$ cat src/rtl/rxq_pkg.sv
package rxq_pkg;

    typedef struct packed {
        logic       ovr;
        logic       crc_bad;
        logic       last;
        logic [7:0] data;
    } rxq_entry_t;

    typedef struct packed {
        logic ovr;
        logic crc_bad;
        logic last;
    } rxq_tags_t;

    typedef enum logic [1:0] {
        Q_EMPTY   = 2'd0,
        Q_PARTIAL = 2'd1,
        Q_FULL    = 2'd2
    } occ_state_t;

    localparam int STATUS_W = 32;

endpackage

$ cat src/rtl/rxq_occupancy.sv
module rxq_occupancy
    import rxq_pkg::*;
#(
    parameter int DEPTH = 32,
    localparam int PTR_W = (DEPTH > 1) ? $clog2(DEPTH) : 1,
    localparam int CNT_W = $clog2(DEPTH + 1)
) (
    input  logic             clk,
    input  logic             rst_n,
    input  logic             wr_en,
    input  logic             rd_en,
    output logic             push_ok,
    output logic             pop_ok,
    output logic             overrun,
    output logic [PTR_W-1:0] wr_ptr,
    output logic [PTR_W-1:0] rd_ptr,
    output logic [PTR_W-1:0] rd_ptr_nxt,
    output logic [PTR_W-1:0] tail_ptr,
    output logic             head_load,
    output logic             head_from_input,
    output logic             not_empty
);

    localparam logic [PTR_W-1:0] LAST_SLOT = PTR_W'(DEPTH - 1);
    localparam logic [CNT_W-1:0] FULL_CNT  = CNT_W'(DEPTH);
    localparam logic [CNT_W-1:0] ONE_LESS  = CNT_W'(DEPTH - 1);

    occ_state_t       state_q, state_d;
    logic [CNT_W-1:0] count_q;
    logic             is_empty, is_full;

    // state register
    always_ff @(posedge clk) begin
        if (!rst_n) state_q <= Q_EMPTY;
        else        state_q <= state_d;
    end

    // next state
    always_comb begin
        state_d = state_q;
        unique case (state_q)
            Q_EMPTY:   if (push_ok) state_d = Q_PARTIAL;
            Q_PARTIAL: begin
                if (pop_ok && !push_ok && count_q == CNT_W'(1))
                    state_d = Q_EMPTY;
                else if (push_ok && !pop_ok && count_q == ONE_LESS)
                    state_d = Q_FULL;
            end
            Q_FULL:    if (pop_ok && !push_ok) state_d = Q_PARTIAL;
            default:   state_d = Q_EMPTY;
        endcase
    end

    // outputs
    always_comb begin
        is_empty        = (state_q == Q_EMPTY);
        is_full         = (state_q == Q_FULL);
        pop_ok          = rd_en && !is_empty;
        push_ok         = wr_en && (!is_full || pop_ok);
        overrun         = wr_en && is_full && !pop_ok;
        head_load       = (push_ok && is_empty) ||
                          (pop_ok && (count_q != CNT_W'(1) || push_ok));
        head_from_input = (count_q <= CNT_W'(1));
        not_empty       = !is_empty;
        rd_ptr_nxt      = (rd_ptr == LAST_SLOT) ? '0 : rd_ptr + PTR_W'(1);
        tail_ptr        = (wr_ptr == '0) ? LAST_SLOT : wr_ptr - PTR_W'(1);
    end

    always_ff @(posedge clk) begin
        if (!rst_n) begin
            count_q <= '0;
            wr_ptr  <= '0;
            rd_ptr  <= '0;
        end else begin
            if (push_ok)
                wr_ptr <= (wr_ptr == LAST_SLOT) ? '0 : wr_ptr + PTR_W'(1);
            if (pop_ok)
                rd_ptr <= rd_ptr_nxt;
            if (push_ok && !pop_ok)      count_q <= count_q + CNT_W'(1);
            else if (pop_ok && !push_ok) count_q <= count_q - CNT_W'(1);
        end
    end


    full_drop_chk: assert property (@(posedge clk) disable iff (!rst_n)
        (count_q == FULL_CNT && wr_en && !rd_en) |=>
            (count_q == FULL_CNT && wr_ptr == $past(wr_ptr)));


    full_swap_chk: assert property (@(posedge clk) disable iff (!rst_n)
        (count_q == FULL_CNT && wr_en && rd_en) |=>
            (count_q == FULL_CNT && rd_ptr != $past(rd_ptr)));


    empty_pop_chk: assert property (@(posedge clk) disable iff (!rst_n)
        (count_q == '0 && rd_en && !wr_en) |=> (count_q == '0 && !not_empty));

endmodule

$ cat src/rtl/rxq_store.sv
module rxq_store
    import rxq_pkg::*;
#(
    parameter int DEPTH = 32,
    localparam int PTR_W = (DEPTH > 1) ? $clog2(DEPTH) : 1
) (
    input  logic             clk,
    input  logic             rst_n,
    input  logic             push_ok,
    input  logic             overrun,
    input  logic [PTR_W-1:0] wr_ptr,
    input  logic [PTR_W-1:0] tail_ptr,
    input  logic [PTR_W-1:0] rd_ptr,
    input  logic [PTR_W-1:0] rd_ptr_nxt,
    input  rxq_entry_t       wr_entry,
    output logic [7:0]       head_data,
    output rxq_tags_t        next_tags
);

    rxq_entry_t slots [DEPTH];

    always_ff @(posedge clk) begin
        if (push_ok)
            slots[wr_ptr] <= wr_entry;
        else if (overrun)
            slots[tail_ptr].ovr <= 1'b1;
    end

    always_comb begin
        head_data         = slots[rd_ptr].data;
        next_tags.ovr     = slots[rd_ptr_nxt].ovr;
        next_tags.crc_bad = slots[rd_ptr_nxt].crc_bad;
        next_tags.last    = slots[rd_ptr_nxt].last;
    end


    tail_mark_chk: assert property (@(posedge clk) disable iff (!rst_n)
        overrun |=> slots[$past(tail_ptr)].ovr);

endmodule

$ cat src/rtl/rxq_status.sv
module rxq_status
    import rxq_pkg::*;
#(
    parameter int TX_DEPTH = 32,
    localparam int TXC_W = $clog2(TX_DEPTH + 1)
) (
    input  logic                clk,
    input  logic                rst_n,
    input  logic                head_load,
    input  logic                head_from_input,
    input  rxq_tags_t           in_tags,
    input  rxq_tags_t           next_tags,
    input  logic                not_empty,
    input  logic [TXC_W-1:0]    tx_level,
    input  logic                tx_busy,
    input  logic                rx_locked,
    output logic [STATUS_W-1:0] stat_word
);

    rxq_tags_t tags_q;
    logic      tnf;

    always_ff @(posedge clk) begin
        if (!rst_n)
            tags_q <= '0;
        else if (head_load)
            tags_q <= head_from_input ? in_tags : next_tags;
    end

    always_comb begin
        tnf       = (tx_level < TXC_W'(TX_DEPTH));
        stat_word = {{(STATUS_W-7){1'b0}}, tags_q.ovr, tags_q.crc_bad,
                     tags_q.last, tnf, not_empty, tx_busy, rx_locked};
    end


    tag_hold_chk: assert property (@(posedge clk) disable iff (!rst_n)
        (!not_empty && !head_load) |=> $stable(tags_q));

endmodule

$ cat src/rtl/rxq_tagged_fifo.sv
module rxq_tagged_fifo
    import rxq_pkg::*;
#(
    parameter int DEPTH    = 32,
    parameter int TX_DEPTH = 32,
    localparam int TXC_W   = $clog2(TX_DEPTH + 1),
    localparam int PTR_W   = (DEPTH > 1) ? $clog2(DEPTH) : 1
) (
    input  logic             clk,
    input  logic             rst_n,
    input  logic             wr_en,
    input  logic [7:0]       wr_data,
    input  logic             wr_last,
    input  logic             wr_crc_bad,
    input  logic             rd_en,
    output logic [7:0]       rd_data,
    input  logic [TXC_W-1:0] tx_level,
    input  logic             tx_busy,
    input  logic             rx_locked,
    output logic [31:0]      status
);

    logic             push_ok, pop_ok, overrun;
    logic             head_load, head_from_input, not_empty;
    logic [PTR_W-1:0] wr_ptr, rd_ptr, rd_ptr_nxt, tail_ptr;
    rxq_entry_t       wr_entry;
    rxq_tags_t        in_tags, next_tags;

    always_comb begin
        wr_entry.ovr     = 1'b0;
        wr_entry.crc_bad = wr_crc_bad;
        wr_entry.last    = wr_last;
        wr_entry.data    = wr_data;
        in_tags.ovr      = 1'b0;
        in_tags.crc_bad  = wr_crc_bad;
        in_tags.last     = wr_last;
    end

    rxq_occupancy #(.DEPTH(DEPTH)) u_occ (
        .clk(clk), .rst_n(rst_n), .wr_en(wr_en), .rd_en(rd_en),
        .push_ok(push_ok), .pop_ok(pop_ok), .overrun(overrun),
        .wr_ptr(wr_ptr), .rd_ptr(rd_ptr), .rd_ptr_nxt(rd_ptr_nxt),
        .tail_ptr(tail_ptr), .head_load(head_load),
        .head_from_input(head_from_input), .not_empty(not_empty)
    );

    rxq_store #(.DEPTH(DEPTH)) u_store (
        .clk(clk), .rst_n(rst_n), .push_ok(push_ok), .overrun(overrun),
        .wr_ptr(wr_ptr), .tail_ptr(tail_ptr), .rd_ptr(rd_ptr),
        .rd_ptr_nxt(rd_ptr_nxt), .wr_entry(wr_entry),
        .head_data(rd_data), .next_tags(next_tags)
    );

    rxq_status #(.TX_DEPTH(TX_DEPTH)) u_stat (
        .clk(clk), .rst_n(rst_n), .head_load(head_load),
        .head_from_input(head_from_input), .in_tags(in_tags),
        .next_tags(next_tags), .not_empty(not_empty), .tx_level(tx_level),
        .tx_busy(tx_busy), .rx_locked(rx_locked), .stat_word(status)
    );


    rne_rise_chk: assert property (@(posedge clk) disable iff (!rst_n)
        (!status[2] && wr_en) |=> status[2]);

endmodule

$ cat config.mk
export PLATFORM = sky130hd
export DESIGN_NAME = rxq_tagged_fifo
export DESIGN_NICKNAME = d
export VERILOG_FILES = /design/src/rtl/rxq_pkg.sv /design/src/rtl/rxq_occupancy.sv /design/src/rtl/rxq_store.sv /design/src/rtl/rxq_status.sv /design/src/rtl/rxq_tagged_fifo.sv
export SDC_FILE = /design/constraint.sdc
export NUM_CORES = 1
export LEC_CHECK = 0
export BUFFER_PORTS_ARGS = -buffer_cell sky130_fd_sc_hd__buf_2
export CAP_MARGIN = 20
export CORE_MARGIN = 8
export CORE_UTILIZATION = 42
export CTS_BUF_LIST = sky130_fd_sc_hd__clkbuf_4 sky130_fd_sc_hd__clkbuf_8
export CTS_CLUSTER_DIAMETER = 30
export CTS_CLUSTER_SIZE = 16
export DETAILED_ROUTE_END_ITERATION = 7
export GPL_TIMING_DRIVEN = 0
export PLACE_DENSITY = 0.55
export SETUP_SLACK_MARGIN = 0.2
export SKIP_LAST_GASP = 1
export SYNTH_ARGS = -nofsm -noshare
export SYNTH_HDL_FRONTEND = slang
export SYNTH_SLANG_ARGS = --single-unit
$ cat constraint.sdc
create_clock -name clk -period 4.9 [get_ports clk]
set_clock_uncertainty 0.2 [all_clocks]
set_input_delay 0.245 -clock clk [delete_from_list [all_inputs] [get_ports clk]]
set_output_delay 0.245 -clock clk [all_outputs]
set_load 0.03 [all_outputs]
Word level (Yosys, flattened, before mapping)
Memories as Yosys holds them, arrays and structs flattened. A register that Yosys moved wholly into a read port is not among the register bits.
Index checks and enable logic that the tools add are counted.
- shifts and indexed selects: 0
- multipliers: 0
- bitwise gates (word level): 0
- divide/modulo/power cells: 0
- reductions and logical operators: 22
- multiplexer cells: 21
- magnitude comparators: 2
- eq/ne operators: 10
- $add $sub $neg: 5
- operator list (cell ; number):
    $mux W5 ; 6
    $mux W6 ; 2
    $mux W11 ; 1
    $reduce_or A11 Y1 ; 1
    $add A5 B1 Y5 const B ; 2
    $eq A5 B5 Y1 const B ; 2
    $logic_and A1 B1 Y1 ; 10
    $mux W2 ; 5
    $add A6 B1 Y6 const B ; 1
    $eq A6 B1 Y1 const B ; 1
    $eq A6 B5 Y1 const B ; 1
    $le A6 B1 Y1 const B ; 1
    $lt A6 B6 Y1 const B ; 1
    $ne A6 B1 Y1 const B ; 1
    $pmux W2 S3 ; 1
    $sub A6 B1 Y6 const B ; 1
    $logic_not A5 Y1 ; 1
    $mux W1 ; 5
    $sub A5 B1 Y5 const B ; 1
    $logic_not A1 Y1 ; 4
    $logic_or A1 B1 Y1 ; 3
    $mux W3 ; 1
    $ne A3 B1 Y1 const B ; 1
    $reduce_and A3 Y1 ; 1
    6 further kinds ; 6
- word-level logic and storage cells: 68
- memories kept: 1
- register bits after elaboration: 21
- bits in read-only memories: 0
- bits of input ports: 22
- latch bits: 0
- output and inout port bits: 40
- bits in writable memories: 352
- memory list (memory ; words ; bits a word ; rd ports ; clocked after memory_dff ; wr ports ; RTL line ; RTL):
    u_store.slots ; 32 ; 11 ; 2 ; 1 ; 1 ; rxq_store.sv:20 ; rxq_entry_t slots [DEPTH];

Depth between registers and ports, before layout
Gate-level depths: netlist (run 1).
- word-level depth: 10
- depth in mapped cells: 12
- mapped depth without buffers: 9

By module
Synthesis (run 1) repeated with hierarchy kept, for this count alone.
- cell total of the unflattened synthesis: 805
- area, all modules: 15523.6 um^2
- by module, submodules not included (module ; area each (um^2) ; cells an instance ; times used ; seq. area each (um^2)):
    rxq_store ; 13999.7 ; 612 ; 1 ; 10570.1
    rxq_occupancy ; 1174.9 ; 149 ; 1 ; 360.3
    rxq_status ; 345.3 ; 43 ; 1 ; 60.1
    rxq_tagged_fifo ; 3.8 ; 1 ; 1 ; 0.0

Worst setup path before layout (run 1)
OpenSTA, ideal clock, no wires.
- path type: input to register
- start: input port rd_en
- end: memory u_store.slots[21][0] (netlist name), enable pin
- stages: 6
- path slack: 2.190 ns
- setup time: 0.376 ns
- required time: 4.324 ns
- buffers on the path: 1
- data arrival time: 2.134 ns
- cell sequence: buf_2 -> nand4bb_1 -> or4_1 -> xor2_1 -> nand3_1 -> nor2_1
- longest elaborated chain between the ends: 8
- elaborated cells between the ends (all ways): 13
- those cells by class: mux: 7; reduce/logical: 6
- ends and longest elaborated chain (element ; RTL line ; RTL):
    from (decl) ; rxq_tagged_fifo.sv:15 ; input logic rd_en,
    $logic_and A1 B1 Y1 * ; rxq_occupancy.sv:58 ; pop_ok = rd_en && !is_empty;
    $logic_not A1 Y1 ; rxq_occupancy.sv:60 ; overrun = wr_en && is_full && !pop_ok;
    $logic_and A1 B1 Y1 ; rxq_occupancy.sv:60 ;
    $mux W1 ; rxq_store.sv:25 ; else if (overrun)
    $mux W1 ; rxq_store.sv:23 ; if (push_ok)
    $mux W1 (not written as such) ; rxq_store.sv:26 ; slots[tail_ptr].ovr <= 1'b1;
    $reduce_or A11 Y1 (no source line) ; n/a ;
    $mux W5 (no source line) or $mux W2 (tied branches) ; n/a ;
    to (decl) ; rxq_store.sv:20 ;
Every way passes the cells marked *; elsewhere a longest branch is shown, timed or not.

==> results.ini, run 1 <==
[sta]
hold_viol_final=0
worst_slew_pin_slew_ns=1.08
max_freq_mhz=249
maxSlewViolCount=0
setup_viol=0
period_minus_slack_ns=4.02
rsz0062_at_grt=false
finalCritPeriodShare_pct=82.0
relSlewSlack_pct=27.5
tns_ns=0

[yosys]
synth_top_family_by_area=multiplexers
synth_area_um2=15600
synth.largest_area_cell=edfxtp_1
synth_async_sr_flop_share_pct=0
ys_top_cells_by_area=edfxtp_1, mux4_2, dfxtp_1
yosysWarnings=0
synthCells=900
avgSynthCellArea_um2=17.4
synth_fa_ha_area_share_pct=0.640
synth-xor-area-share_pct=0.552
synth-main-ff-cell=edfxtp_1
synth_seq_area_share_pct=70.9
ys_ff_latch=378
synth_simple_gate_area_share_pct=6.18
synth_compound_area_share_pct=4.32
yosysTopAreaCellShare_pct=67.6
ys_types=55
synth.area.mux_share_pct=14.1
synth_edf_count=352

[cts]
cts_hold_buf=7
clock-sinks=378
cts_made_buffers=82
post_cts_buffers=0
cts_buffer_depth=3
cts_resized=0
cts_tree=yes
cts.clk_slew.worst_paths_ns=0.06
htreeDepth=3
clk_latency_ns=0.61
clockRootBuffer=clkbuf_8

[grt]
globalRouteOverflowTotal=0
use_met1_pct=23.4
antenna_found_initial=0
busiest_layer=met2
grt_use_met2_pct=27.5
grt_pass1_wl_um=56300
grt_pass1_vias=8811
track_usage_pct=17.3
grt_use_met3_pct=3.17
grt_max_degree=33

[critical_path]
worst-path-stages=6
crit_path_cell_trace=clkbuf_1 > buf_1 > mux4_2 > mux4_2 > mux2_2 > buf_2
path_delay_family=buffers and inverters
slowest_delay_ns=0.66
path_common_cell=mux4_2
ff2ff_path_depth=8
slowest_stage=buf_1
critical_path_buf_inv_count=3
start_kind=flop
path_max_fanout=10
arrival_ns=3.57
endpoint_kind=output pin
cp_data_required_time_ns=4.45
crit_type=reg -> out

[worst_hold_path]
holdPathStages=2
min_path_type=in -> reg

[die]
num_io_pins=62
design.core.area_um2=36600
die-area_um2=43700
start_util_pct=42.7
num_rows=70
die-width_um=209
dieHeight_um=209

[pwr]
power.density_nw_per_um2=415
peakVddDrop_v=0.000195
p_leak_nw=6.26

[placement]
gp_congestion=0.800
io_buffer_count=28
dp_cells=1443
dp.final_hpwl_um=25000

[finish]
fill_cells=3049
synthToLayoutAreaGrowth_pct=20.1
drive_above_1_share_pct=31.1
final_cell_mix=edfxtp_1, mux4_2, clkbuf_8, nor2_1, buf_4
final_common_cell=edfxtp_1
final_nets=1107
n_antenna_cell=0
stdcell_count=1608

[routing]
vias=8607
ant_nets=0
drt-total-wl_um=37700
drt_iter0_drc=736
drc=0
drtPass1Iterations=5
vias_per_cell=5.35
wl_per_cell_um=23.5

[run]
max_cap_violations=0

[outcome]
status=finished clean

power breakdown:
part | switching, W | internal [W] | total [W]
Clock | 0.00149 | 0.00228 | 0.00377
Combinational | 0.000276 | 0.000180 | 0.000456
Sequential | 0.0000118 | 0.00355 | 0.00356
synth_stat cells, drive strengths merged, types with 3 or more instances:
master and number:
a2111oi 3, a211o 5, a211oi 12, a21boi 9, a21oi 19, a221oi 3, a311oi 4, a31oi 6
and2 19, and3 5, buf 61, clkbuf 19, dfxtp 26, edfxtp 352, ha 8, inv 11
mux2 8, mux2i 20, mux4 85, nand2 31, nand3 26, nor2 71, nor2b 13, nor3 13
nor3b 3, nor4 3, o21a 3, o21ai 27, o31ai 3, or2 4, xnor2 4, xor2 5
worst paths after layout:
check | start | endpoint | slack [ns]
worst min register to register | u_stat.stat_word[6] | u_stat.stat_word[6] | 0.31
worst max register to register | u_occ.wr_ptr[0] | u_store.slots[11][8] | 1.37
worst max-delay path | flop | rd_data[4] | 0.88
worst min-delay path | wr_data[1] | u_store.slots[31][1] | 0.06
cell type report:
cell class | count | area [µm²] | share of cell area, %
inverters | 11 | 41.3 | 0.220
plain buffers | 80 | 469 | 2.50
clock inverters | 54 | 616 | 3.28
repair buffers | 69 | 631 | 3.36
well taps | 468 | 586 | 3.12
clock buffers | 93 | 1220 | 6.48
multi-input cells | 455 | 4130 | 22.0
flip-flops and latches | 378 | 11100 | 59.1
worst register-to-register path, delay by kind of cell, from the launching register on:
| kind | cells | cell delay [ns] |
|---|---|---|
| simple gates | 2 | 1.43 |
| compound gates | 2 | 0.65 |
| buf+inv | 3 | 0.40 |
| flops | 1 | 0.31 |
| fa+ha+maj | 1 | 0.18 |
layer usage:
layer,share of wire [%],wire (µm),up-vias
li1,-,-,3895
met1,45,16800,4385
met2,48,18100,261
met3,5.0,1870,66
met4,2.7,1000,0
met5,0,0,-
state kept, by name (all words and copies together), names as in the netlist, named ones only:
register	flops
u_stat.stat_word	3
u_occ.state_q	2
u_occ.wr_ptr	5
u_store.slots	352
u_occ.count_q	6
u_occ.rd_ptr	5
logic make-up (layout without fill, tap and decap cells):
family,count (synthesis),in the layout
other,1,25
xor gates and xnor gates,9,9
DFF,378,378
and+or+nand+nor,198,198
muxes,113,113
buffers and inverters,91,307
AOI/OAI and AO/OA,102,102
adders and majority gates,8,8
metrics by stage:
step	hold WS (ns)	total power (W)	setup WS [ns]	utilization [%]	cell area, µm²
2_1_floorplan	0.207	0.00393	2.19	-	15700
3_3_place_gp	0.303	0.00405	1.17	44.9	16500
3_5_place_dp	0.306	0.00407	1.25	45.7	16700
4_1_cts	0.0360	0.00786	0.812	50.9	18600
5_1_grt	0.0629	0.00805	0.740	51.3	18800
6_report	0.0599	0.00779	0.883	51.3	18800
(Power assumes the default switching activity.)
==> inputs of run 2 (changes only) <==
--- a/config.mk
+++ b/config.mk
@@ -14,7 +14,7 @@
 export CTS_CLUSTER_SIZE = 16
 export DETAILED_ROUTE_END_ITERATION = 7
 export GPL_TIMING_DRIVEN = 0
-export PLACE_DENSITY = 0.55
+export PLACE_DENSITY = 0.57
 export SETUP_SLACK_MARGIN = 0.2
 export SKIP_LAST_GASP = 1
 export SYNTH_ARGS = -nofsm -noshare
==> constraint.sdc (replaced) <==
create_clock -name clk -period 3.6 [get_ports clk]
set_clock_uncertainty 0.2 [all_clocks]
set_input_delay 0.18 -clock clk [delete_from_list [all_inputs] [get_ports clk]]
set_output_delay 0.18 -clock clk [all_outputs]
set_load 0.03 [all_outputs]
==> run 2 against run 1 <==
Via count increased by 1.5%. Largest cell class unchanged. Register-to-register slack got worse by 1.2 ns. Critical endpoint is now u_store.slots[15][1]. Sequential share of layout area decreased by 0.18 points. Largest power group unchanged. Global-route usage decreased by 0.051 points.
==> results.ini, run 2 (same netlist as run 1, synthesis figures left out) <==
[sta]
worst_slew_pin_slew_ns=1.07  ; was 1.08 ns
relSlewSlack_pct=28.7  ; was 27.5%
finalCritPeriodShare_pct=96.4
setup_viol=0  ; unchanged
period_minus_slack_ns=3.47
max_freq_mhz=288
hold_viol_final=0  ; unchanged
maxSlewViolCount=0  ; unchanged
rsz0062_at_grt=true  ; was false

[finish]
final_cell_mix=edfxtp_1, clkbuf_8, mux4_2, nor2_1, buf_4  ; was edfxtp_1, mux4_2, clkbuf_8, nor2_1, buf_4
top_register=u_store.slots  ; unchanged
reg_top3=u_store.slots x352, u_occ.count_q x6  ; unchanged
drive_above_1_share_pct=32.3  ; was 31.1%
stdcell_count=1603  ; was 1608
largest_reg_flops=352  ; unchanged
final_nets=1098  ; was 1107
synthToLayoutAreaGrowth_pct=20.5  ; was 20.1%
final_common_cell=edfxtp_1  ; unchanged

[grt]
use_met1_pct=23.3  ; was 23.4%
grt_max_degree=33  ; unchanged
grt_pass1_wl_um=56000  ; was 56300 µm
grt_pass1_vias=8779  ; was 8811
globalRouteOverflowTotal=0  ; unchanged
grt_use_met2_pct=27.4  ; was 27.5%
grt_use_met3_pct=3.76  ; was 3.17%
busiest_layer=met2  ; unchanged
track_usage_pct=17.2  ; was 17.3%
antenna_found_initial=0  ; unchanged

[worst_hold_path]
min_to=u_store.slots[22][1]  ; was u_store.slots[31][1]
holdPathStages=2  ; unchanged
worstHoldStart=wr_data[1]  ; unchanged
min_path_type=in -> reg  ; unchanged

[routing]
drc=0  ; unchanged
ant_nets=0  ; unchanged
drtPass1Iterations=5  ; unchanged
wl_per_cell_um=23.3  ; was 23.5 µm
vias_per_cell=5.45  ; was 5.35
vias=8736  ; was 8607
drt_iter0_drc=693  ; was 736
drt-total-wl_um=37300  ; was 37700 µm

[die]
num_rows=70  ; unchanged
dieHeight_um=209  ; unchanged
design.core.area_um2=36600  ; unchanged
num_io_pins=62  ; unchanged
start_util_pct=42.7  ; unchanged
die-width_um=209  ; unchanged
die-area_um2=43700  ; unchanged

[critical_path]
arrival_ns=3.54  ; was 3.57 ns
r2r_setup_slack_ns=0.13  ; was 1.37 ns
crit_start=u_occ.wr_ptr[0]
rr_endpoint=u_store.slots[15][1]  ; was u_store.slots[11][8]
endpoint_kind=flop  ; was output pin
cp_data_required_time_ns=3.67  ; was 4.45 ns
crit_type=reg -> reg  ; was reg -> out
start_kind=flop  ; unchanged
ff2ff_path_depth=9  ; was 8
path_max_fanout=10  ; unchanged
r2r_start=u_occ.wr_ptr[0]  ; unchanged

[outcome]
status=finished clean  ; unchanged

[run]
max_cap_violations=0  ; unchanged

[cts]
clock-sinks=378  ; unchanged
cts_buffer_depth=3  ; unchanged
clockRootBuffer=clkbuf_8  ; unchanged
clk_latency_ns=0.60  ; was 0.61 ns
cts_made_buffers=79  ; was 82
cts.clk_slew.worst_paths_ns=0.06  ; about the same
htreeDepth=3  ; unchanged
cts_tree=yes  ; unchanged

[placement]
gp_congestion=0.807  ; was 0.800
dp_cells=1438  ; was 1443
dp.final_hpwl_um=24400  ; was 25000 µm
io_buffer_count=28  ; unchanged

[pwr]
p_leak_nw=6.28  ; was 6.26 nW
switching_power_w=0.00237  ; was 0.00178 W
p_total_w=0.0105  ; was 0.00779 W
seq_power_share_pct=46.2  ; was 45.7%
peakVddDrop_v=0.000320  ; was 0.000195 V
power.density_nw_per_um2=557  ; was 415 nW/µm²
power_frac_comb_pct=6.0  ; was 5.8%
power.internal_w=0.00811  ; was 0.00601 W
clockPowerShare_pct=47.8  ; was 48.4%
p_sw_share_pct=22.6  ; was 22.8%

-- run 2: cell types whose count changed in the layout (fill, tap and decap cells not counted), moves of 4 or more --
cell	before	now
buf_1	9	2
clkinvlp_4	17	12
clkinv_1	7	12
nor2_2	0	11
buf_6	9	13
clkbuf_8	83	88
buf_4	54	46
nor2_1	70	56
-- run 2: worst max-delay path, stage by stage (launching register included) --
cell and delay (ns):
dfxtp_1 0.31, clkbuf_1 0.21, inv_1 0.13, ha_1 0.18, inv_1 0.06, o41a_1 0.38, o31ai_1 0.29, nand3_1 0.56
nor2_1 0.60, buf_6 0.24
-- run 2: worst max path at each step --
stage	cells after the start	slack [ns]	to
after floorplan	5	0.91	u_store.slots[21][0]
after global placement	8	-0.16	u_store.slots[11][4]
after detailed placement	8	0.06	u_store.slots[7][0]
after CTS	9	0.08	u_store.slots[4][8]
after global routing	9	-0.06	u_store.slots[11][8]
final	9	0.13	u_store.slots[15][1]
-- run 2: metal layers --
metal	vias to the layer above	routed length, µm	part of all wire [%]
li1	3878	-	-
met1	4508	16100	43
met2	293	18200	49
met3	57	2180	5.8
met4	0	841	2.3
met5	-	0	0
-- run 2: what timing repair did --
action	CTS	global route
pin swaps	0	0
hold buffers	4	5
endpoints found under the setup margin	102	148
endpoints found under the hold margin	7	30
resized for setup	20	20
buffers inserted	0	0
-- run 2: final cells by class --
type,instances,area [µm²]
antenna,1,2.50
buffer,80,527
clock buffer,97,1270
clock inverter,50,536
fill,3040,17800
inverter,11,41.3
multi-input combinational,455,4180
sequential,378,11100
tap,468,586
timing repair buffer,63,604
-- run 2: metrics by stage --
step           area (µm²)  util (%)  TNS [ns]  setup WS [ns]  hold slack, ns
4_1_cts             18600      50.7         0         0.0773          0.0306
5_1_grt             18800      51.4    -0.782        -0.0552          0.0391
3_5_place_dp        16700      45.5         0         0.0568           0.304
2_1_floorplan       15700         -         0          0.915           0.142
6_report            18800      51.4         0          0.130          0.0600
3_3_place_gp        16500      44.9     -4.49         -0.158           0.299
-- run 2: power groups by stage --
stage,combinational [W],clock (W),sequential [W]
final,0.000630,0.00501,0.00485
after global routing,0.000673,0.00532,0.00485
after CTS,0.000604,0.00511,0.00485
after detailed placement,0.000595,0,0.00494
after global placement,0.000579,0,0.00494
after floorplan,0.000404,0,0.00494
==> inputs of run 3 (changes only) <==
--- a/config.mk
+++ b/config.mk
@@ -8,14 +8,14 @@
 export BUFFER_PORTS_ARGS = -buffer_cell sky130_fd_sc_hd__buf_2
 export CAP_MARGIN = 20
 export CORE_MARGIN = 8
-export CORE_UTILIZATION = 42
+export CORE_UTILIZATION = 55
 export CTS_BUF_LIST = sky130_fd_sc_hd__clkbuf_4 sky130_fd_sc_hd__clkbuf_8
 export CTS_CLUSTER_DIAMETER = 30
 export CTS_CLUSTER_SIZE = 16
 export DETAILED_ROUTE_END_ITERATION = 7
 export GPL_TIMING_DRIVEN = 0
-export PLACE_DENSITY = 0.57
-export SETUP_SLACK_MARGIN = 0.2
+export PLACE_DENSITY = 0.72
+export SETUP_SLACK_MARGIN = 0.15
 export SKIP_LAST_GASP = 1
 export SYNTH_ARGS = -nofsm -noshare
 export SYNTH_HDL_FRONTEND = slang
==> constraint.sdc (replaced) <==
create_clock -name clk -period 2.8 [get_ports clk]
set_clock_uncertainty 0.2 [all_clocks]
set_input_delay 0.14 -clock clk [delete_from_list [all_inputs] [get_ports clk]]
set_output_delay 0.14 -clock clk [all_outputs]
set_load 0.03 [all_outputs]
==> run 3 against run 2 <==
Highest routed layer unchanged. First-iteration DRC count up 77%. Non-clock buffer count up 75. Die area down 22%. Critical path type is now reg -> out. Clock-buffer cell count down 23. Final area up 6.4%. Hold slack worse by 0.026 ns. Register-to-register slack worse by 0.05 ns. Via count up 9.9%. Routed wire length up 10%. The run now ends with negative setup slack left. Final cell count down 2.7%. Worst setup slack worse by 0.53 ns.
==> results.ini, run 3 (same netlist as run 1, synthesis figures left out) <==
[outcome]
status=finished with violations  ; was finished clean
violations=negative setup slack

[die]
num_io_pins=62  ; unchanged
dieHeight_um=185  ; was 209 µm
die-area_um2=34100  ; was 43700 µm²
design.core.area_um2=27900  ; was 36600 µm²
num_rows=61  ; was 70
start_util_pct=56.1  ; was 42.7%
die-width_um=185  ; was 209 µm

[placement]
dp.final_hpwl_um=22700  ; was 24400 µm
gp_congestion=0.838  ; was 0.807
io_buffer_count=28  ; unchanged

[grt]
globalRouteOverflowTotal=0  ; unchanged
grt_pass1_wl_um=57800  ; was 56000 µm
grt_max_degree=33  ; unchanged
track_usage_pct=23.2  ; was 17.2%
grt_pass1_vias=9246  ; was 8779
antenna_found_initial=0  ; unchanged

[worst_hold_path]
holdPathStages=2  ; unchanged
min_to=u_store.slots[26][5]  ; was u_store.slots[22][1]
worstHoldStart=wr_data[5]  ; was wr_data[1]
min_path_type=in -> reg  ; unchanged

[critical_path]
crit_path_cell_trace=buf_12 > buf_12 > buf_12 > mux4_2 > mux4_2 > mux2_4 > buf_6  ; was clkbuf_1 > inv_1 > ha_1 > inv_1 > o41a_1 > o31ai_1 > nand3_1 > nor2_1 > buf_6
r2r_start=u_occ.wr_ptr[0]  ; unchanged
r2r_setup_slack_ns=0.08  ; was 0.13 ns
path_common_cell=buf_12  ; was inv_1
rr_endpoint=u_store.slots[23][1]  ; was u_store.slots[15][1]
crit_type=reg -> out  ; was reg -> reg
path_max_fanout=6  ; was 10
endpoint_kind=output pin  ; was flop
slowest_delay_ns=0.55  ; was 0.60 ns
arrival_ns=2.86  ; was 3.54 ns
ff2ff_path_depth=10  ; was 9
slowest_stage=mux4_2  ; was nor2_1
cp_data_required_time_ns=2.46  ; was 3.67 ns
start_kind=flop  ; unchanged

[finish]
final_cell_mix=edfxtp_1, buf_4, mux4_2, clkbuf_8, nor2_1  ; was edfxtp_1, clkbuf_8, mux4_2, nor2_1, buf_4
final_common_cell=edfxtp_1  ; unchanged
drive_above_1_share_pct=44.0  ; was 32.3%
final_nets=1160  ; was 1098
synthToLayoutAreaGrowth_pct=28.1  ; was 20.5%
n_antenna_cell=0  ; was 1
reg_top3=u_store.slots x352, u_occ.count_q x6  ; unchanged
largest_reg_flops=352  ; unchanged
top_register=u_store.slots  ; unchanged

[sta]
max_freq_mhz=312
rsz0062_at_grt=true  ; unchanged
fin_ws_ns=-0.403  ; was 0.130 ns
relSlewSlack_pct=41.9  ; was 28.7%
maxSlewViolCount=0  ; unchanged
worst_slew_pin_slew_ns=0.871  ; was 1.07 ns
finalCritPeriodShare_pct=114
hold_slack_ns=0.0344  ; was 0.0600 ns
hold_viol_final=0  ; unchanged
setup_viol=8  ; was 0
period_minus_slack_ns=3.20

[cts]
clk_latency_ns=0.60  ; about the same
clockRootBuffer=clkbuf_8  ; unchanged
cts_made_buffers=66  ; was 79
cts_buffer_depth=3  ; unchanged
htreeDepth=3  ; unchanged
clock-sinks=378  ; unchanged
cts_tree=yes  ; unchanged
cts.clk_slew.worst_paths_ns=0.10  ; was 0.06 ns

[pwr]
seq_power_share_pct=48.9  ; was 46.2%
power.internal_w=0.00965  ; was 0.00811 W
p_leak_nw=6.75  ; was 6.28 nW
switching_power_w=0.00308  ; was 0.00237 W
power_frac_comb_pct=7.6  ; was 6.0%
clockPowerShare_pct=43.5  ; was 47.8%
peakVddDrop_v=0.000337  ; was 0.000320 V
p_total_w=0.0127  ; was 0.0105 W
p_sw_share_pct=24.2  ; was 22.6%
power.density_nw_per_um2=636  ; was 557 nW/µm²

[routing]
vias_per_cell=6.15  ; was 5.45
drt_iter0_drc=1225  ; was 693
wl_per_cell_um=26.4  ; was 23.3 µm
drc=0  ; unchanged
vias=9600  ; was 8736
ant_nets=0  ; unchanged
drtPass1Iterations=5  ; unchanged
drt-total-wl_um=41200  ; was 37300 µm

[run]
max_cap_violations=0  ; unchanged

run 3: metrics by stage:
step | cell area [µm²] | TNS [ns] | setup slack [ns] | cells | util [%]
after global routing | 20000 | -3.54 | -0.457 | 1560 | 71.9
final | 20000 | -3.01 | -0.403 | 1560 | 71.9
after global placement | 16300 | -219.23 | -0.804 | 1330 | 58.7
after floorplan | 15700 | 0 | 0.115 | 924 | -
after CTS | 19300 | -3.06 | -0.413 | 1526 | 69.4
after detailed placement | 16500 | -189.39 | -0.812 | 1342 | 59.1
run 3: repair_timing:
action | 4_1_cts | 5_1_grt
pin swaps | 31 | 30
buffers inserted | 57 | 31
gates resized for setup | 186 | 98
endpoints found under the setup margin | 637 | 366
endpoints found under the hold margin | 15 | 5
hold buffers | 5 | 1
gates cloned | 2 | 2
run 3: critical path, delay by kind of cell, from the launching register on:
family / cells / cell delay [ns]
buffers and inverters: 4 / 0.57
DFF: 1 / 0.37
muxes: 3 / 1.34
run 3: area by class of cell:
cell class	instances	area, µm²
repair buffers	139	1450
clock buffers	74	987
well taps	378	473
plain buffers	79	632
flip-flops and latches	378	11100
inverters	11	46.3
multi-input cells	455	4880
clock inverters	46	460
fillers	1594	7820
run 3: worst max path at each step:
stage | startpoint | cells after the start | slack, ns | end
after floorplan | u_occ.wr_ptr[0] | 5 | 0.11 | u_store.slots[23][0]
after CTS | flop | 7 | -0.41 | rd_data[1]
after detailed placement | u_occ.state_q[0] | 5 | -0.81 | u_store.slots[19][5]
after global routing | flop | 7 | -0.46 | rd_data[1]
final | flop | 7 | -0.40 | rd_data[1]
after global placement | u_occ.state_q[0] | 5 | -0.80 | u_store.slots[1][5]
run 3: power groups by stage:
| stage | Sequential [W] | Combinational, W | Clock [W] |
|---|---|---|---|
| after floorplan | 0.00635 | 0.000520 | 0 |
| after global placement | 0.00635 | 0.000716 | 0 |
| after detailed placement | 0.00635 | 0.000733 | 0 |
| after CTS | 0.00623 | 0.000857 | 0.00552 |
| after global routing | 0.00623 | 0.00102 | 0.00582 |
| final | 0.00623 | 0.000969 | 0.00554 |
run 3: layer usage:
layer	part of all wire [%]	vias up	GRT usage [%]
met1	37	4857	30.6
met2	50	654	38.3
met4	2.2	0	7.46
met5	0	-	0
met3	10	93	5.06
li1	-	3996	-
